File: src/rtl/useq_pkg.sv
package useq_pkg;

  // Next-address merge selector carried in every microword
  typedef enum logic [1:0] {
    DEC_NONE   = 2'b00,
    DEC_OPCODE = 2'b01,
    DEC_FUNC   = 2'b10,
    DEC_EQUAL  = 2'b11
  } dec_sel_e;

  // Opcode values that own populated execution slots
  localparam int unsigned OPC_RTYPE = 'h00;
  localparam int unsigned OPC_J     = 'h02;
  localparam int unsigned OPC_JAL   = 'h03;
  localparam int unsigned OPC_BEQ   = 'h04;
  localparam int unsigned OPC_BNE   = 'h05;
  localparam int unsigned OPC_IMM_LO = 'h08;
  localparam int unsigned OPC_IMM_HI = 'h0F;
  localparam int unsigned OPC_LOAD  = 'h23;
  localparam int unsigned OPC_STORE = 'h2B;

  // Function code with its own final word
  localparam int unsigned FN_JREG = 'h08;

  // Control word images
  localparam int unsigned CW_FETCH = 'h00007;
  localparam int unsigned CW_STAY  = 'h00100;
  localparam int unsigned CW_TAKEN = 'h00102;
  localparam int unsigned CW_JREG  = 'h00202;
  localparam int unsigned CW_RREAD = 'h00400;
  localparam int unsigned CW_RALU  = 'h00800;
  localparam int unsigned CW_JUMP  = 'h01002;
  localparam int unsigned CW_JLINK = 'h03002;
  localparam int unsigned CW_CMP   = 'h04000;
  localparam int unsigned CW_RFIN  = 'h08000;
  localparam int unsigned CW_IMM   = 'h10000;

  // Branch-outcome word pairs (low address = registers differ)
  localparam int unsigned BEQ_PAIR = 'h004;
  localparam int unsigned BNE_PAIR = 'h006;

  function automatic bit is_imm_op(input int unsigned op);
    return (op >= OPC_IMM_LO && op <= OPC_IMM_HI) || op == OPC_LOAD || op == OPC_STORE;
  endfunction

endpackage

File: src/rtl/useq_nextaddr.sv
module useq_nextaddr
  import useq_pkg::*;
#(
  parameter int unsigned ADDR_W = 9,
  parameter int unsigned OP_W   = 6,
  parameter int unsigned FN_W   = 5
) (
  input  logic [ADDR_W-1:0] nxt_field,
  input  dec_sel_e          dec_field,
  input  logic [OP_W-1:0]   opcode,
  input  logic [FN_W-1:0]   func,
  input  logic              regs_equal,
  output logic [ADDR_W-1:0] or_term,
  output logic [ADDR_W-1:0] target
);

  // Value merged into the successor field; opcode is scaled by four
  function automatic logic [ADDR_W-1:0] merge_source(
    input dec_sel_e        d,
    input logic [OP_W-1:0] op,
    input logic [FN_W-1:0] fn,
    input logic            eq
  );
    case (d)
      DEC_OPCODE: return ADDR_W'({op, 2'b00});
      DEC_FUNC:   return ADDR_W'(fn);
      DEC_EQUAL:  return ADDR_W'(eq);
      default:    return '0;
    endcase
  endfunction

  assign or_term = merge_source(dec_field, opcode, func, regs_equal);
  assign target  = nxt_field | or_term;

endmodule

File: src/rtl/useq_store.sv
module useq_store
  import useq_pkg::*;
#(
  parameter int unsigned ADDR_W = 9,
  parameter int unsigned CTRL_W = 17,
  parameter int unsigned OP_W   = 6,
  parameter int unsigned FN_W   = 5
) (
  input  logic [ADDR_W-1:0] rd_addr,
  output logic [CTRL_W-1:0] rd_ctrl,
  output logic [ADDR_W-1:0] rd_next,
  output dec_sel_e          rd_dec
);

  localparam logic [ADDR_W-1:0] EXEC_BASE = ADDR_W'(1) << (ADDR_W - 1);
  localparam logic [ADDR_W-1:0] RFIN_BASE = ADDR_W'(1) << (ADDR_W - 2);

  typedef struct packed {
    logic [CTRL_W-1:0] ctrl;
    logic [ADDR_W-1:0] nxt;
    dec_sel_e          dec;
  } uword_t;

  // Contents of one location, computed from its address
  function automatic uword_t image(input logic [ADDR_W-1:0] a);
    uword_t          w;
    logic [OP_W-1:0] op;
    logic [FN_W-1:0] fn;
    logic [1:0]      k;
    int unsigned     opv;
    w.ctrl = '0;
    w.nxt  = '0;
    w.dec  = DEC_NONE;
    op  = OP_W'(a >> 2);
    opv = int'(op);
    fn  = a[FN_W-1:0];
    k   = a[1:0];
    if (a == '0) begin
      w.ctrl = CTRL_W'(CW_FETCH);
      w.nxt  = ADDR_W'(1);
    end else if (a == ADDR_W'(1)) begin
      w.nxt = EXEC_BASE;
      w.dec = DEC_OPCODE;
    end else if ((a >> 2) == ADDR_W'(1)) begin
      // 4,7: fall through; 5,6: branch taken
      w.ctrl = (k == 2'd1 || k == 2'd2) ? CTRL_W'(CW_TAKEN) : CTRL_W'(CW_STAY);
    end else if ((a >> FN_W) == (RFIN_BASE >> FN_W)) begin
      w.ctrl = (fn == FN_W'(FN_JREG)) ? CTRL_W'(CW_JREG)
                                      : (CTRL_W'(CW_RFIN) | CTRL_W'(fn));
    end else if (a[ADDR_W-1]) begin
      if (opv == OPC_RTYPE) begin
        if (k == 2'd0) begin
          w.ctrl = CTRL_W'(CW_RREAD);
          w.nxt  = a | ADDR_W'(1);
        end else if (k == 2'd1) begin
          w.ctrl = CTRL_W'(CW_RALU);
          w.nxt  = RFIN_BASE;
          w.dec  = DEC_FUNC;
        end
      end else if (k == 2'd0 && opv == OPC_J) begin
        w.ctrl = CTRL_W'(CW_JUMP);
      end else if (k == 2'd0 && opv == OPC_JAL) begin
        w.ctrl = CTRL_W'(CW_JLINK);
      end else if (k == 2'd0 && opv == OPC_BEQ) begin
        w.ctrl = CTRL_W'(CW_CMP);
        w.nxt  = ADDR_W'(BEQ_PAIR);
        w.dec  = DEC_EQUAL;
      end else if (k == 2'd0 && opv == OPC_BNE) begin
        w.ctrl = CTRL_W'(CW_CMP);
        w.nxt  = ADDR_W'(BNE_PAIR);
        w.dec  = DEC_EQUAL;
      end else if (is_imm_op(opv) && k != 2'd3) begin
        w.ctrl = CTRL_W'(CW_IMM) | CTRL_W'(opv << 8) | CTRL_W'(k);
        w.nxt  = (k == 2'd2) ? '0 : a + ADDR_W'(1);
      end
    end
    return w;
  endfunction

  uword_t word;

  always_comb begin
    word    = image(rd_addr);
    rd_ctrl = word.ctrl;
    rd_next = word.nxt;
    rd_dec  = word.dec;
  end

endmodule

File: src/rtl/useq_dispatch.sv
module useq_dispatch
  import useq_pkg::*;
#(
  parameter int unsigned ADDR_W = 9,
  parameter int unsigned CTRL_W = 17,
  parameter int unsigned OP_W   = 6,
  parameter int unsigned FN_W   = 5
) (
  input  logic              clk,
  input  logic              rst_n,
  input  logic [OP_W-1:0]   opcode_i,
  input  logic [FN_W-1:0]   func_i,
  input  logic              regs_equal_i,
  output logic [CTRL_W-1:0] ctrl_word_o,
  output logic [ADDR_W-1:0] csar_o
);

  // Microword register: address plus both parts of the word
  logic [ADDR_W-1:0] csar_q;
  logic [CTRL_W-1:0] mir_ctrl_q;
  logic [ADDR_W-1:0] mir_next_q;
  dec_sel_e          mir_dec_q;

  // Named events between the pieces
  logic [ADDR_W-1:0] or_term;
  logic [ADDR_W-1:0] disp_addr;
  logic [ADDR_W-1:0] load_addr;
  logic [CTRL_W-1:0] rd_ctrl;
  logic [ADDR_W-1:0] rd_next;
  dec_sel_e          rd_dec;

  useq_nextaddr #(
    .ADDR_W(ADDR_W), .OP_W(OP_W), .FN_W(FN_W)
  ) u_nextaddr (
    .nxt_field (mir_next_q),
    .dec_field (mir_dec_q),
    .opcode    (opcode_i),
    .func      (func_i),
    .regs_equal(regs_equal_i),
    .or_term   (or_term),
    .target    (disp_addr)
  );

  // Reset steers the read to the fetch word
  assign load_addr = rst_n ? disp_addr : '0;

  useq_store #(
    .ADDR_W(ADDR_W), .CTRL_W(CTRL_W), .OP_W(OP_W), .FN_W(FN_W)
  ) u_store (
    .rd_addr(load_addr),
    .rd_ctrl(rd_ctrl),
    .rd_next(rd_next),
    .rd_dec (rd_dec)
  );

  always_ff @(posedge clk) begin
    csar_q     <= load_addr;
    mir_ctrl_q <= rd_ctrl;
    mir_next_q <= rd_next;
    mir_dec_q  <= rd_dec;
  end

  assign ctrl_word_o = mir_ctrl_q;
  assign csar_o      = csar_q;

endmodule

File: config.mk
export PLATFORM = sky130hd
export DESIGN_NAME = useq_dispatch
export DESIGN_NICKNAME = d
export VERILOG_FILES = /design/src/rtl/useq_pkg.sv /design/src/rtl/useq_nextaddr.sv /design/src/rtl/useq_store.sv /design/src/rtl/useq_dispatch.sv
export SDC_FILE = /design/constraint.sdc
export NUM_CORES = 1
export LEC_CHECK = 0
export BUFFER_PORTS_ARGS = -buffer_cell sky130_fd_sc_hd__buf_2
export CELL_PAD_IN_SITES_DETAIL_PLACEMENT = 0
export CELL_PAD_IN_SITES_GLOBAL_PLACEMENT = 1
export CORE_MARGIN = 4
export CORE_UTILIZATION = 31
export DETAILED_ROUTE_END_ITERATION = 6
export PLACE_DENSITY_LB_ADDON = 0.1
export SYNTH_ARGS = -nofsm -noshare
export SYNTH_HDL_FRONTEND = slang
export SYNTH_SLANG_ARGS = --single-unit
export TNS_END_PERCENT = 5
File: constraint.sdc
create_clock -name clk -period 3.52 [get_ports clk]
set_input_delay 0.704 -clock clk [delete_from_list [all_inputs] [get_ports clk]]
set_output_delay 0.704 -clock clk [all_outputs]
set_load 0.1 [all_outputs]
==> flow_summary.yaml <==
status:
  outcome: "finished clean"
sta:
  worst_pin_slew_ns: 0.571
  final_max_slew_viol_count: 0
  fin_crit_ns: 3.01
  worst_slack_ns: 0.512
  max_freq_mhz: 332
  relSlewSlack_pct: 61.9
  fin_skew_ns: 0.00294
  setup_viol: 0
  hold_viol_final: 0
  hold_slack_ns: 0.577
  rsz0062_at_grt: "no"
  finalCritPeriodShare_pct: 85.5
  setup_tns_ns: 0
clock_tree:
  cts_buffers: 5
  post-cts-setup-buffers: 0
  cts_tree: "yes"
  clock_path_buffers: 2
  cts_hold_buf: 0
  htree_levels: 2
  cts_resized: 0
  cts.sinks: 34
  cts_root_buf: "clkbuf_8"
  insertion_delay_ns: 0.29
  clkSlewWorstSetupHoldPaths_ns: 0.07
power:
  power_mw: 0.909
  internal_power_mw: 0.604
  swShare_pct: 33.5
  p_switching_mw: 0.305
  p_leak_nw: 0.977
  peakVddDrop_v: 0.000152
  pwr-share-seq_pct: 44.5
  power.density_nw_per_um2: 446
  comb_power_share_pct: 22.5
  clkPwrFrac_pct: 33.0
logic_synthesis:
  synth_warnings: 0
  synth_compound_area_share_pct: 18.7
  syn_area_per_cell_um2: 9.45
  yosys.cell_types.count: 49
  synth-adder-area-share_pct: 4.49
  async_reset_ff_share_pct: 0
  synth_seq_cells: 34
  synthXorXnorAreaFrac_pct: 1.57
  synth-edff-count: 0
  ys_seq_area_share_pct: 40.7
  synth_cells: 177
  synthSimpleGateAreaFrac_pct: 27.0
  synth_top_family_by_area: "simple AND/OR/NAND/NOR gates"
  netlist_area_um2: 1670
  yosys_most_used_dff: "dfxtp_1"
  synth.area.mux_share_pct: 1.35
die:
  pin_count: 40
  initial_core_util_pct: 32.3
  die_h_um: 81.5
  die_area_um2: 6640
  die_x_um: 81.5
  fp.coreArea_um2: 5170
  fp-row-count: 26
global_routing:
  grt_max_degree: 14
  grtUsageMet3_pct: 4.17
  grt_busiest_layer: "met2"
  gr-usage-met2_pct: 23.1
  grt_use_met1_pct: 20.8
  antenna_found_initial: 0
  grt_pass1_vias: 1382
  overflow: 0
  track_usage_pct: 15.3
  grt_pass1_wl_um: 7480
critical_path:
  cp-start-kind: "input pin"
  r2r_slack_ns: 0.56
  endpoint_kind: "flip-flop"
  path_class: "in2reg"
  arrival_ns: 3.21
  rr_worst_depth: 11
  critPathRequiredTime_ns: 3.73
  crit-reg2reg-launch: "mir_dec_q[0]"
  worstPathMaxFanout: 4
  reg2reg_to: "mir_next_q[4]"
drt:
  remaining_drc_errors: 0
  wl_per_cell_um: 15.8
  first_pass_iters: 4
  ant_nets: 0
  drt-initial-drc-count: 76
  via_per_inst: 4.85
  num_vias: 1422
  wirelength_um: 4640
layout:
  final_nets: 242
  diodes: 0
  fillers: 542
  area.growth.synth_to_final_pct: 22.0
  final_cell_mix: "buf_2 (36), dfxtp_1 (34), nor2_1 (18)"
  drive_above_1_share_pct: 31.4
  fin_cells: 293
  final_area_um2: 2040
  final_util_pct: 39.5
  final_common_cell: "buf_2"
min_path:
  min_path_cells: 2
  hp-class: "reg2reg"
  worstHoldStart: "mir_next_q[5]"
  min_delay_worst_endpoint: "csar_o[5]"
placement:
  place_area_um2: 1950
  gp_congestion: 0.931
  pre_cts_ws_ns: 0.218
  dp_hpwl_um: 3470
  io_buffers: 36
  place_inst: 285
flow_run:
  drv_cap: 0
==> power by group through the flow <==
stage | clock [mW] | combinational (mW) | sequential (mW)
6_report | 0.300 | 0.205 | 0.405
5_1_grt | 0.332 | 0.218 | 0.406
4_1_cts | 0.307 | 0.205 | 0.405
3_5_place_dp | 0 | 0.204 | 0.414
3_3_place_gp | 0 | 0.205 | 0.414
2_1_floorplan | 0 | 0.0849 | 0.490
==> flip-flops by register name, summed over array words and instances, names as in the netlist <==
signal / cells
ctrl_word_o: 14
csar_o: 9
mir_next_q: 9
mir_dec_q: 2
==> kinds of logic (layout without fill, tap and decap cells) <==
kind of cell	after synthesis	after routing
and+or+nand+nor	76	76
muxes	2	2
other	1	4
buffers and inverters	20	63
xor gates and xnor gates	3	3
DFF	34	34
adders and majority gates	6	6
AOI/OAI and AO/OA	35	35
==> critical path, cell delays in order <==
cell       delay (ns)
buf_2            0.09
mux2_2           0.25
a21oi_1          0.18
nand2b_1         0.14
inv_1            0.09
ha_1             0.25
or2_2            0.32
a2111oi_4        0.34
nand4b_4         0.15
and2_4           0.18
or3_4            0.33
a311oi_2         0.18
==> metal layers <==
layer	share of wire [%]	wire (um)
met5	0	0
met4	1.4	65
met3	6.4	299
met2	44	2060
met1	48	2210
==> Yosys cell counts (3+ instances only) <==
library cell	count	area [um^2]
buf_4	4	30.0
nand3b_1	4	30.0
nand3_1	9	45.0
nor2_1	18	67.6
o21ai_1	3	15.0
nand2_1	13	48.8
ha_1	6	75.1
nor2b_1	3	18.8
and3b_2	3	30.0
dfxtp_1	34	681
inv_1	10	37.5
o21ai_0	5	25.0
xnor2_1	3	26.3
a21oi_1	9	45.0
nor3_1	6	30.0
a21boi_1	3	22.5
==> how the worst max path moves through the flow <==
stage / startpoint / endpoint / slack, ns / cells past startpoint
after floorplan: func_i[1] / mir_next_q[4] / 0.25 / 10
after global routing: regs_equal_i / mir_next_q[4] / 0.33 / 12
after global placement: regs_equal_i / mir_next_q[4] / 0.28 / 12
after detailed placement: regs_equal_i / mir_next_q[4] / 0.22 / 12
after CTS: regs_equal_i / mir_next_q[4] / 0.50 / 12
final: regs_equal_i / mir_next_q[4] / 0.51 / 12
==> final cells by class <==
type,instances,area (um^2),share of cell area (%)
well taps,70,87.6,4.29
inverters,12,45.0,2.21
clock buffers,7,86.3,4.23
flip-flops and latches,34,681,33.4
repair buffers,43,233,11.4
multi-input cells,126,903,44.3
clock inverters,1,5.00,0.245
Note: power is estimated with default switching activity, not from simulation.
